==> src/rtl/asid_tlb_pkg.sv <==
package asid_tlb_pkg;
  localparam int VPN_W  = 20;
  localparam int PFN_W  = 20;
  localparam int ASID_W = 7;
  localparam int PERM_W = 3;
  localparam int CMD_W  = 32;

  typedef struct packed {
    logic              valid;
    logic [ASID_W-1:0] asid;
    logic [VPN_W-1:0]  vpn;
    logic [PFN_W-1:0]  pfn;
    logic [PERM_W-1:0] perm;
  } tlb_line_t;

  // Effective number of active lines: 0 means 1, clamp at the line count.
  function automatic int eff_lines(int cfg, int entries);
    if (cfg == 0) return 1;
    if (cfg > entries) return entries;
    return cfg;
  endfunction

  // Does an invalidation command select this line?
  function automatic logic flush_hit(tlb_line_t ln, logic [CMD_W-1:0] cmd, logic asid4);
    logic va_ok;
    logic id_ok;
    case (cmd[1:0])
      2'd0:    va_ok = 1'b1;
      2'd2:    va_ok = (ln.vpn[19:10] == cmd[19:10]);
      2'd3:    va_ok = (ln.vpn[19:2] == cmd[19:2]);
      default: va_ok = 1'b0;
    endcase
    if (!cmd[31])   id_ok = 1'b1;
    else if (asid4) id_ok = (ln.asid[1:0] == cmd[30:29]);
    else            id_ok = (ln.asid == cmd[30:24]);
    return ln.valid && va_ok && id_ok;
  endfunction
endpackage

==> src/rtl/asid_tlb_match.sv <==
module asid_tlb_match
  import asid_tlb_pkg::*;
#(
  parameter int ENTRIES = 8,
  parameter int CNT_W   = 4
) (
  input  tlb_line_t          lines [ENTRIES],
  input  logic [CNT_W-1:0]   active_n,
  input  logic [VPN_W-1:0]   vpn,
  input  logic [ASID_W-1:0]  asid,
  input  logic [CMD_W-1:0]   cmd,
  input  logic               asid4,
  output logic [ENTRIES-1:0] hit_vec,
  output logic [ENTRIES-1:0] flush_vec,
  output tlb_line_t          hit_line
);
  for (genvar g = 0; g < ENTRIES; g++) begin : g_cmp
    assign hit_vec[g] = lines[g].valid && (CNT_W'(g) < active_n) &&
                        (lines[g].vpn == vpn) && (lines[g].asid == asid);
    assign flush_vec[g] = flush_hit(lines[g], cmd, asid4);
  end

  always_comb begin
    hit_line = '0;
    for (int i = 0; i < ENTRIES; i++)
      if (hit_vec[i]) hit_line = tlb_line_t'(hit_line | lines[i]);
  end
endmodule

==> src/rtl/asid_tlb_victim.sv <==
module asid_tlb_victim #(
  parameter int ENTRIES = 8,
  parameter int IDX_W   = 3,
  parameter int CNT_W   = 4
) (
  input  logic               clk,
  input  logic               rst_n,
  input  logic [ENTRIES-1:0] valid_vec,
  input  logic [CNT_W-1:0]   active_n,
  input  logic               rr_en,
  input  logic               advance,
  output logic [IDX_W-1:0]   victim_idx
);
  logic [IDX_W-1:0] ptr_q, ptr_eff, ptr_next, first_free;
  logic             found;

  always_comb begin
    found      = 1'b0;
    first_free = '0;
    for (int i = 0; i < ENTRIES; i++)
      if (!found && (CNT_W'(i) < active_n) && !valid_vec[i]) begin
        found      = 1'b1;
        first_free = IDX_W'(i);
      end
  end

  assign ptr_eff    = (CNT_W'(ptr_q) >= active_n) ? '0 : ptr_q;
  assign ptr_next   = ((CNT_W'(ptr_eff) + CNT_W'(1)) >= active_n) ? '0 : ptr_eff + IDX_W'(1);
  assign victim_idx = found ? first_free : (rr_en ? ptr_eff : '0);

  always_ff @(posedge clk or negedge rst_n)
    if (!rst_n) ptr_q <= '0;
    else if (advance && !found && rr_en) ptr_q <= ptr_next;
endmodule

==> src/rtl/asid_tlb.sv <==
module asid_tlb
  import asid_tlb_pkg::*;
#(
  parameter int ENTRIES = 8,
  localparam int IDX_W  = (ENTRIES > 1) ? $clog2(ENTRIES) : 1,
  localparam int CNT_W  = $clog2(ENTRIES + 1)
) (
  input  logic              clk,
  input  logic              rst_n,
  input  logic [CNT_W-1:0]  cfg_lines,
  input  logic              cfg_rr,
  input  logic              cfg_hum,
  input  logic              cfg_asid4,
  input  logic              lk_valid,
  output logic              lk_ready,
  input  logic [VPN_W-1:0]  lk_vpn,
  input  logic [ASID_W-1:0] lk_asid,
  output logic              rsp_valid,
  output logic              rsp_hit,
  output logic [PFN_W-1:0]  rsp_pfn,
  output logic [PERM_W-1:0] rsp_perm,
  output logic              miss_valid,
  output logic [VPN_W-1:0]  miss_vpn,
  output logic [ASID_W-1:0] miss_asid,
  input  logic              fill_valid,
  input  logic [PFN_W-1:0]  fill_pfn,
  input  logic [PERM_W-1:0] fill_perm,
  input  logic              flush_valid,
  input  logic [CMD_W-1:0]  flush_cmd
);
  tlb_line_t          lines_q [ENTRIES];
  tlb_line_t          hit_line;
  logic [ENTRIES-1:0] valid_vec, hit_vec, flush_vec;
  logic [CNT_W-1:0]   active_n;
  logic [IDX_W-1:0]   victim_idx;
  logic               pending_q;
  logic [VPN_W-1:0]   miss_vpn_q;
  logic [ASID_W-1:0]  miss_asid_q;

  // named events for the checker
  logic lookup_hit, lk_fire, miss_fire, fill_fire, fill_take;

  assign active_n = CNT_W'(eff_lines(int'(cfg_lines), ENTRIES));

  for (genvar g = 0; g < ENTRIES; g++) begin : g_valid
    assign valid_vec[g] = lines_q[g].valid;
  end

  asid_tlb_match #(.ENTRIES(ENTRIES), .CNT_W(CNT_W)) u_match (
    .lines(lines_q), .active_n(active_n), .vpn(lk_vpn), .asid(lk_asid),
    .cmd(flush_cmd), .asid4(cfg_asid4), .hit_vec(hit_vec),
    .flush_vec(flush_vec), .hit_line(hit_line)
  );

  asid_tlb_victim #(.ENTRIES(ENTRIES), .IDX_W(IDX_W), .CNT_W(CNT_W)) u_victim (
    .clk(clk), .rst_n(rst_n), .valid_vec(valid_vec), .active_n(active_n),
    .rr_en(cfg_rr), .advance(fill_take), .victim_idx(victim_idx)
  );

  assign lookup_hit = |hit_vec;
  assign lk_ready   = !pending_q || (cfg_hum && lookup_hit);
  assign lk_fire    = lk_valid && lk_ready;
  assign miss_fire  = lk_fire && !lookup_hit;
  assign fill_fire  = fill_valid && pending_q;
  assign fill_take  = fill_fire && !flush_valid;

  always_ff @(posedge clk or negedge rst_n) begin
    if (!rst_n) begin
      for (int i = 0; i < ENTRIES; i++) lines_q[i] <= '0;
    end else begin
      for (int i = 0; i < ENTRIES; i++) begin
        if (CNT_W'(i) >= active_n)
          lines_q[i].valid <= 1'b0;
        else if (flush_valid && flush_vec[i])
          lines_q[i].valid <= 1'b0;
        else if (fill_take && (victim_idx == IDX_W'(i)))
          lines_q[i] <= '{valid: 1'b1, asid: miss_asid_q, vpn: miss_vpn_q,
                          pfn: fill_pfn, perm: fill_perm};
      end
    end
  end

  always_ff @(posedge clk or negedge rst_n) begin
    if (!rst_n) begin
      pending_q   <= 1'b0;
      miss_vpn_q  <= '0;
      miss_asid_q <= '0;
      rsp_valid   <= 1'b0;
      rsp_hit     <= 1'b0;
      rsp_pfn     <= '0;
      rsp_perm    <= '0;
    end else begin
      if (fill_fire)      pending_q <= 1'b0;
      else if (miss_fire) pending_q <= 1'b1;
      if (miss_fire) begin
        miss_vpn_q  <= lk_vpn;
        miss_asid_q <= lk_asid;
      end
      rsp_valid <= lk_fire;
      if (lk_fire) begin
        rsp_hit  <= lookup_hit;
        rsp_pfn  <= lookup_hit ? hit_line.pfn : '0;
        rsp_perm <= lookup_hit ? hit_line.perm : '0;
      end
    end
  end

  assign miss_valid = pending_q;
  assign miss_vpn   = miss_vpn_q;
  assign miss_asid  = miss_asid_q;
endmodule

==> config.mk <==
export PLATFORM = sky130hd
export DESIGN_NAME = asid_tlb
export DESIGN_NICKNAME = d
export VERILOG_FILES = /design/src/rtl/asid_tlb_pkg.sv /design/src/rtl/asid_tlb_match.sv /design/src/rtl/asid_tlb_victim.sv /design/src/rtl/asid_tlb.sv
export SDC_FILE = /design/constraint.sdc
export NUM_CORES = 1
export LEC_CHECK = 0
export ABC_CLOCK_PERIOD_IN_PS = 8200
export BUFFER_PORTS_ARGS = -buffer_cell sky130_fd_sc_hd__buf_2
export CAP_MARGIN = 20
export CORE_ASPECT_RATIO = 1.5
export CORE_UTILIZATION = 58
export CTS_CLUSTER_SIZE = 14
export DETAILED_ROUTE_END_ITERATION = 8
export PLACE_DENSITY = 0.76
export SYNTH_ARGS = -nofsm -noshare
export SYNTH_HDL_FRONTEND = slang
export SYNTH_HIERARCHICAL = 1
export SYNTH_SLANG_ARGS = --single-unit
==> constraint.sdc <==
create_clock -name clk -period 8.2 [get_ports clk]
set_input_delay 1.23 -clock clk [delete_from_list [all_inputs] [get_ports clk]]
set_output_delay 1.23 -clock clk [all_outputs]
set_load 0.03 [all_outputs]
[Yosys cells after proc, flatten, opt, wreduce, memory -nomap -nowiden]
Index checks and enable logic that the tools add are counted.
Word-level totals
  logic and storage cells: 354
  output and inout port bits: 54
  register bits after elaboration: 464
  input bits: 94
Cells by class
  reduce and logical (&&, ||, !) cells: 119
  magnitude comparators: 19
  bitwise logic cells: 23
  add/subtract/negate cells: 2
  equality and inequality tests: 57
  multiplexer cells: 86
Operators with widths (number)
  $mux W51: 8
  $mux W23: 8
  $or A23 B23 Y23: 7
  $eq A20 B20 Y1: 8
  $eq A18 B18 Y1: 8
  $eq A7 B7 Y1: 16
  $eq A10 B10 Y1: 8
  $logic_and A1 B1 Y1: 78
  $mux W1: 47
  $mux W3: 11
  $pmux W1 S3: 8
  $reduce_and A3 Y1: 8
  $reduce_bool A3 Y1: 8
  $mux W20: 1
  $logic_not A1 Y1: 19
  $eq A2 B2 Y1: 8
  $ge A3 B4 Y1 const A: 4
  $lt A3 B4 Y1 const A: 4
  $not A1 Y1: 16
  $eq A3 B3 Y1 const B: 4
  $mux W4: 3
  $ge A1 B4 Y1 const A: 2
  $ge A2 B4 Y1 const A: 2
  $lt A1 B4 Y1 const A: 2
  15 further kinds: 18

[Logic depth before layout (Yosys ltp)]
  depth in word-level cells: 42
  gate-level depth with buffers: 14
  mapped depth without buffers: 14

[By module]
Netlist, hierarchy kept.
Modules (own cells, without submodules)
  asid_tlb: instances 1, cells each 1032, area an instance 17357.9 sq um, seq. area each 11536.1 sq um
  asid_tlb_match: instances 1, cells each 1165, area an instance 8182.8 sq um, seq. area each 0.0 sq um
  asid_tlb_victim: instances 1, cells each 73, area an instance 550.5 sq um, seq. area each 75.1 sq um

[Worst setup path before layout]
OpenSTA, ideal clock, no wires.
  path kind: in2out
  start point: input cfg_lines[3]
  end point: output lk_ready
  cell stages on the path: 10
  path slack: 3.222 ns
  required time: 6.970 ns
  path buffers: 4
  arrival time: 3.748 ns
  cells stage by stage: clkbuf_1 > nor2b_1 > or3b_2 > o2111a_1 > clkbuf_1 > buf_4 > or4_1 > clkbuf_2 > o21ai_0 > nand2_1
Between the ends
  cells in the longest elaborated chain, start to end: 12
  elaborated cells between the ends (all ways): 44
  those cells by class: order compare (9); mux (7); reduce/logical (28)
RTL lines
  start, declared: line asid_tlb.sv:10  | input logic [CNT_W-1:0] cfg_lines,
  $gt A4 B4 Y1: line asid_tlb_pkg.sv:19  | if (cfg > entries) return entries;
  $mux W1 (2 in series): line asid_tlb_pkg.sv:19
  $mux W4: line asid_tlb_pkg.sv:20  | return cfg;
  $mux W4 *: line asid_tlb_pkg.sv:19
  via active_n[2]: line asid_tlb.sv:34  | logic [CNT_W-1:0] active_n;
  $lt A3 B4 Y1 *: line asid_tlb_match.sv:18  | assign hit_vec[g] = lines[g].valid && (CNT_W'(g) < active_n) &&
  $logic_and A1 B1 Y1 * (2 in series): line asid_tlb_match.sv:18
  $logic_and A1 B1 Y1 *: line asid_tlb_match.sv:19  | (lines[g].vpn == vpn) && (lines[g].asid == asid);
  via hit_vec[4]: line asid_tlb.sv:33  | logic [ENTRIES-1:0] valid_vec, hit_vec, flush_vec;
  $reduce_or A8 Y1 *: line asid_tlb.sv:60  | assign lookup_hit = |hit_vec;
  $logic_and A1 B1 Y1 *: line asid_tlb.sv:61  | assign lk_ready = !pending_q || (cfg_hum && lookup_hit);
  $logic_or A1 B1 Y1 *: line asid_tlb.sv:61
  end, declared: line asid_tlb.sv:15  | output logic lk_ready,
Mark *: on every way through the listed nets, which the timed path passes. The rest lies on a longest branch. The select of a mux whose other input is x is not followed.

[Worst setup path in the final report]
  start point: input lk_vpn[16]
  end point: output lk_ready
Between the ends
  cells in the longest elaborated chain, start to end: 6
  elaborated cells between the ends (all ways): 27
  those cells by class: eq/ne (8); reduce/logical (19)
RTL lines
  start, declared: line asid_tlb.sv:16  | input logic [VPN_W-1:0] lk_vpn,
  $eq A20 B20 Y1: line asid_tlb_match.sv:19
  $logic_and A1 B1 Y1: line asid_tlb_match.sv:18
  $logic_and A1 B1 Y1: line asid_tlb_match.sv:19
  via hit_vec[6]: line asid_tlb.sv:33
  $reduce_or A8 Y1: line asid_tlb.sv:60
  $logic_and A1 B1 Y1: line asid_tlb.sv:61
  $logic_or A1 B1 Y1: line asid_tlb.sv:61
The timed path passes the listed nets, and every way through them passes these cells.

==> results.yml <==
outcome:
  outcome: "finished clean"
clocking:
  post_cts_hold_buffer_count: 0
  cts_inserted_buffers: 45
  worst_skew_pair.late_latency_ns: 0.57
  cts.path.max_buffers: 3
  clk_pin_slew_worst_paths_ns: 0.07
  ctsRootBufferMaster: "sky130_fd_sc_hd__clkbuf_16"
  number_of_setup_buffers_added_after_cts: 0
  clkSinkCount: 464
  cts_tree: "done"
  cts-htree-levels: 2
  postCtsResizedCells: 0
finish:
  final_layout_size_suffix_gt1_share_pct: 32.6
  final_common_cell: "sky130_fd_sc_hd__dfrtp_1"
  area_growth_pct: 9.88
  finish.net_count: 2184
  most-common-layout-cells: "464 x sky130_fd_sc_hd__dfrtp_1, 400 x sky130_fd_sc_hd__mux2_2, 262 x sky130_fd_sc_hd__xnor2_1, 171 x sky130_fd_sc_hd__xor2_1, 146 x sky130_fd_sc_hd__nand3_1"
  stdcell_count: 2681
setup_path:
  crit_chain: "buf_2 > xor2_1 > nor4_1 > nand4_1 > nor4_4 > buf_4 > and2_1 > or4_1 > o21ai_0 > nand2_1 > buf_2"
  path_max_fanout: 24
  critPathRequiredTime_ns: 6.97
  worst_flop_to_flop_path_endpoint: "rsp_pfn[18]$_DFFE_PN0N_"
  regToRegStartpoint: "lines_q[93]$_DFFE_PN0P_"
  destination_of_the_critical_timing_path: "lk_ready"
  rr_worst_depth: 9
  critical-path-max-stage-delay_ns: 1.13
  timing_worst_setup_path_type: "primary input to output port"
  crit_top_cell: "sky130_fd_sc_hd__buf_2"
  ff2ff_setup_slack_ns: 3.67
  timing.critical_path.arrival_ns: 4.88
  startpoint_type: "primary input"
  crit_slowest_cell: "sky130_fd_sc_hd__nor4_1"
  cp-startpoint: "lk_vpn[16]"
  critical_path_capture_point_type: "output port"
timing:
  setup_violations: 0
  maxSlewHeadroom_pct: 8.59
  timing_worst_slew_pin_value_ns: 1.36
  setup-tns-final_ns: 0
  report.final.slew_viol_count: 0
  final_min_period_over_clock_period_pct: 74.5
  fin_worst_skew_ns: 0.0139
  min_period_ns: 6.11
  timing.hold.ws_ns: 0.501
  finalHoldViolations: 0
  max_freq_mhz: 164
  setup_repair_after_global_routing_missed_its_margin: "false"
floorplanning:
  fp-row-count: 92
  die_outline_area_mm2: 0.0432
  floorplan.die.width_um: 170
  die_y_um: 254
  number_of_ports_placed_on_the_die_boundary: 148
  placeableCoreArea_mm2: 0.0419
  initial_utilization_pct: 58.6
worst_hold_path:
  hp-class: "register to register"
  hold_path.startpoint: "lines_q[365]$_DFFE_PN0P_"
global_route:
  grt_use_total_pct: 37.0
  grt_first_pass_wirelength_mm: 116
  number_of_global_route_vias_before_repair: 17700
  antenna_found_initial: 6
  remaining_global_route_overflow: 0
  grt_max_degree: 191
power:
  power.ir.vdd_worst_mv: 0.178
  power_density_mw_per_mm2: 275
  netSwitchingFraction_pct: 33.0
  p_seq_share_pct: 47.0
  combPwrFrac_pct: 25.1
  clock_power_share_pct: 27.8
  power.net_switching_uw: 2450
  static-leakage-power_uw: 0.0120
  cell_internal_pwr_uw: 4970
placement:
  hpwlAfterDp_mm: 52.2
  placed_cells: 2599
  placement.io_buffers: 143
  final_weighted_congestion_in_routability_driven_placement: 1.06
drt:
  drcViolationCount: 0
  post_drt_via_cell_ratio: 6.40
  routedWlPerCell_um: 29.1
  detail-route-antenna-nets: 0
  drt_iter0_markers: 1534
  dr_total_vias: 17100
  postRouteWirelength_mm: 78.0
  drt_pre_antenna_iters: 5
yosys:
  synth_cells: 2029
  syn-cell-area_mm2: 0.0246
  number_of_warnings_printed_during_yosys_synthesis: 6
  postSynthAreaPerCell_um2: 12.1
  number_of_nets_in_the_synthesized_netlist: 2131
run:
  maxCapViolations: 0
[cell type report]
| type | count | area (µm²) |
|---|---|---|
| antenna | 6 | 15.0 |
| clock buffer | 61 | 1260 |
| clock inverter | 15 | 178 |
| fill | 3335 | 14900 |
| inverter | 11 | 41.3 |
| multi-input combinational | 1387 | 12200 |
| sequential | 464 | 11600 |
| tap | 564 | 706 |
| timing repair buffer | 173 | 976 |
[per-stage QoR]
stage          area (µm²)  power, µW  utilization (%)  setup slack (ns)
2_1_floorplan       24600       4620                -              3.29
3_3_place_gp        25600       5250             61.0              2.38
3_5_place_dp        25600       5330             61.0              2.38
4_1_cts             27000       7410             64.4              2.36
5_1_grt             27000       7700             64.4              2.15
6_report            27000       7420             64.4              2.09
[registers in the layout (all words and copies together), names as in the netlist]
name,cells
rsp_pfn,20
miss_vpn,20
rsp_valid,1
lines_q,408
u_victim/ptr_q,3
rsp_perm,3
miss_valid,1
rsp_hit,1
miss_asid,7
[power groups by stage]
| stage | combinational [µW] | clock [µW] | sequential [µW] |
|---|---|---|---|
| finish | 1860 | 2070 | 3490 |
| global route | 1950 | 2180 | 3560 |
| CTS | 1830 | 2100 | 3480 |
| detailed placement | 1810 | 0 | 3520 |
| global placement | 1770 | 0 | 3480 |
| floorplan | 1240 | 0 | 3390 |
[worst max-delay path, delay by kind of cell]
| family | cells | cell delay (ns) |
|---|---|---|
| AND/OR/NAND/NOR | 6 | 2.38 |
| buffers and inverters | 3 | 0.99 |
| AO/OA/AOI/OAI | 1 | 0.14 |
| XOR/XNOR | 1 | 0.12 |
[metal layers]
layer	wire, µm	GRT usage [%]	vias up
met2	37600	60.8	746
met5	10	0	-
met1	28400	43.3	8809
li1	-	-	7351
met4	6800	28.2	2
met3	5230	6.37	238
[how the worst min path moves through the flow]
stage	end	cells after the start
global placement	lines_q[377]$_DFFE_PN0P_	1
finish	lines_q[365]$_DFFE_PN0P_	1
CTS	lines_q[365]$_DFFE_PN0P_	1
detailed placement	lines_q[365]$_DFFE_PN0P_	1
floorplan	lines_q[378]$_DFFE_PN0P_	1
global route	lines_q[372]$_DFFE_PN0P_	1
(Power assumes the default switching activity.)
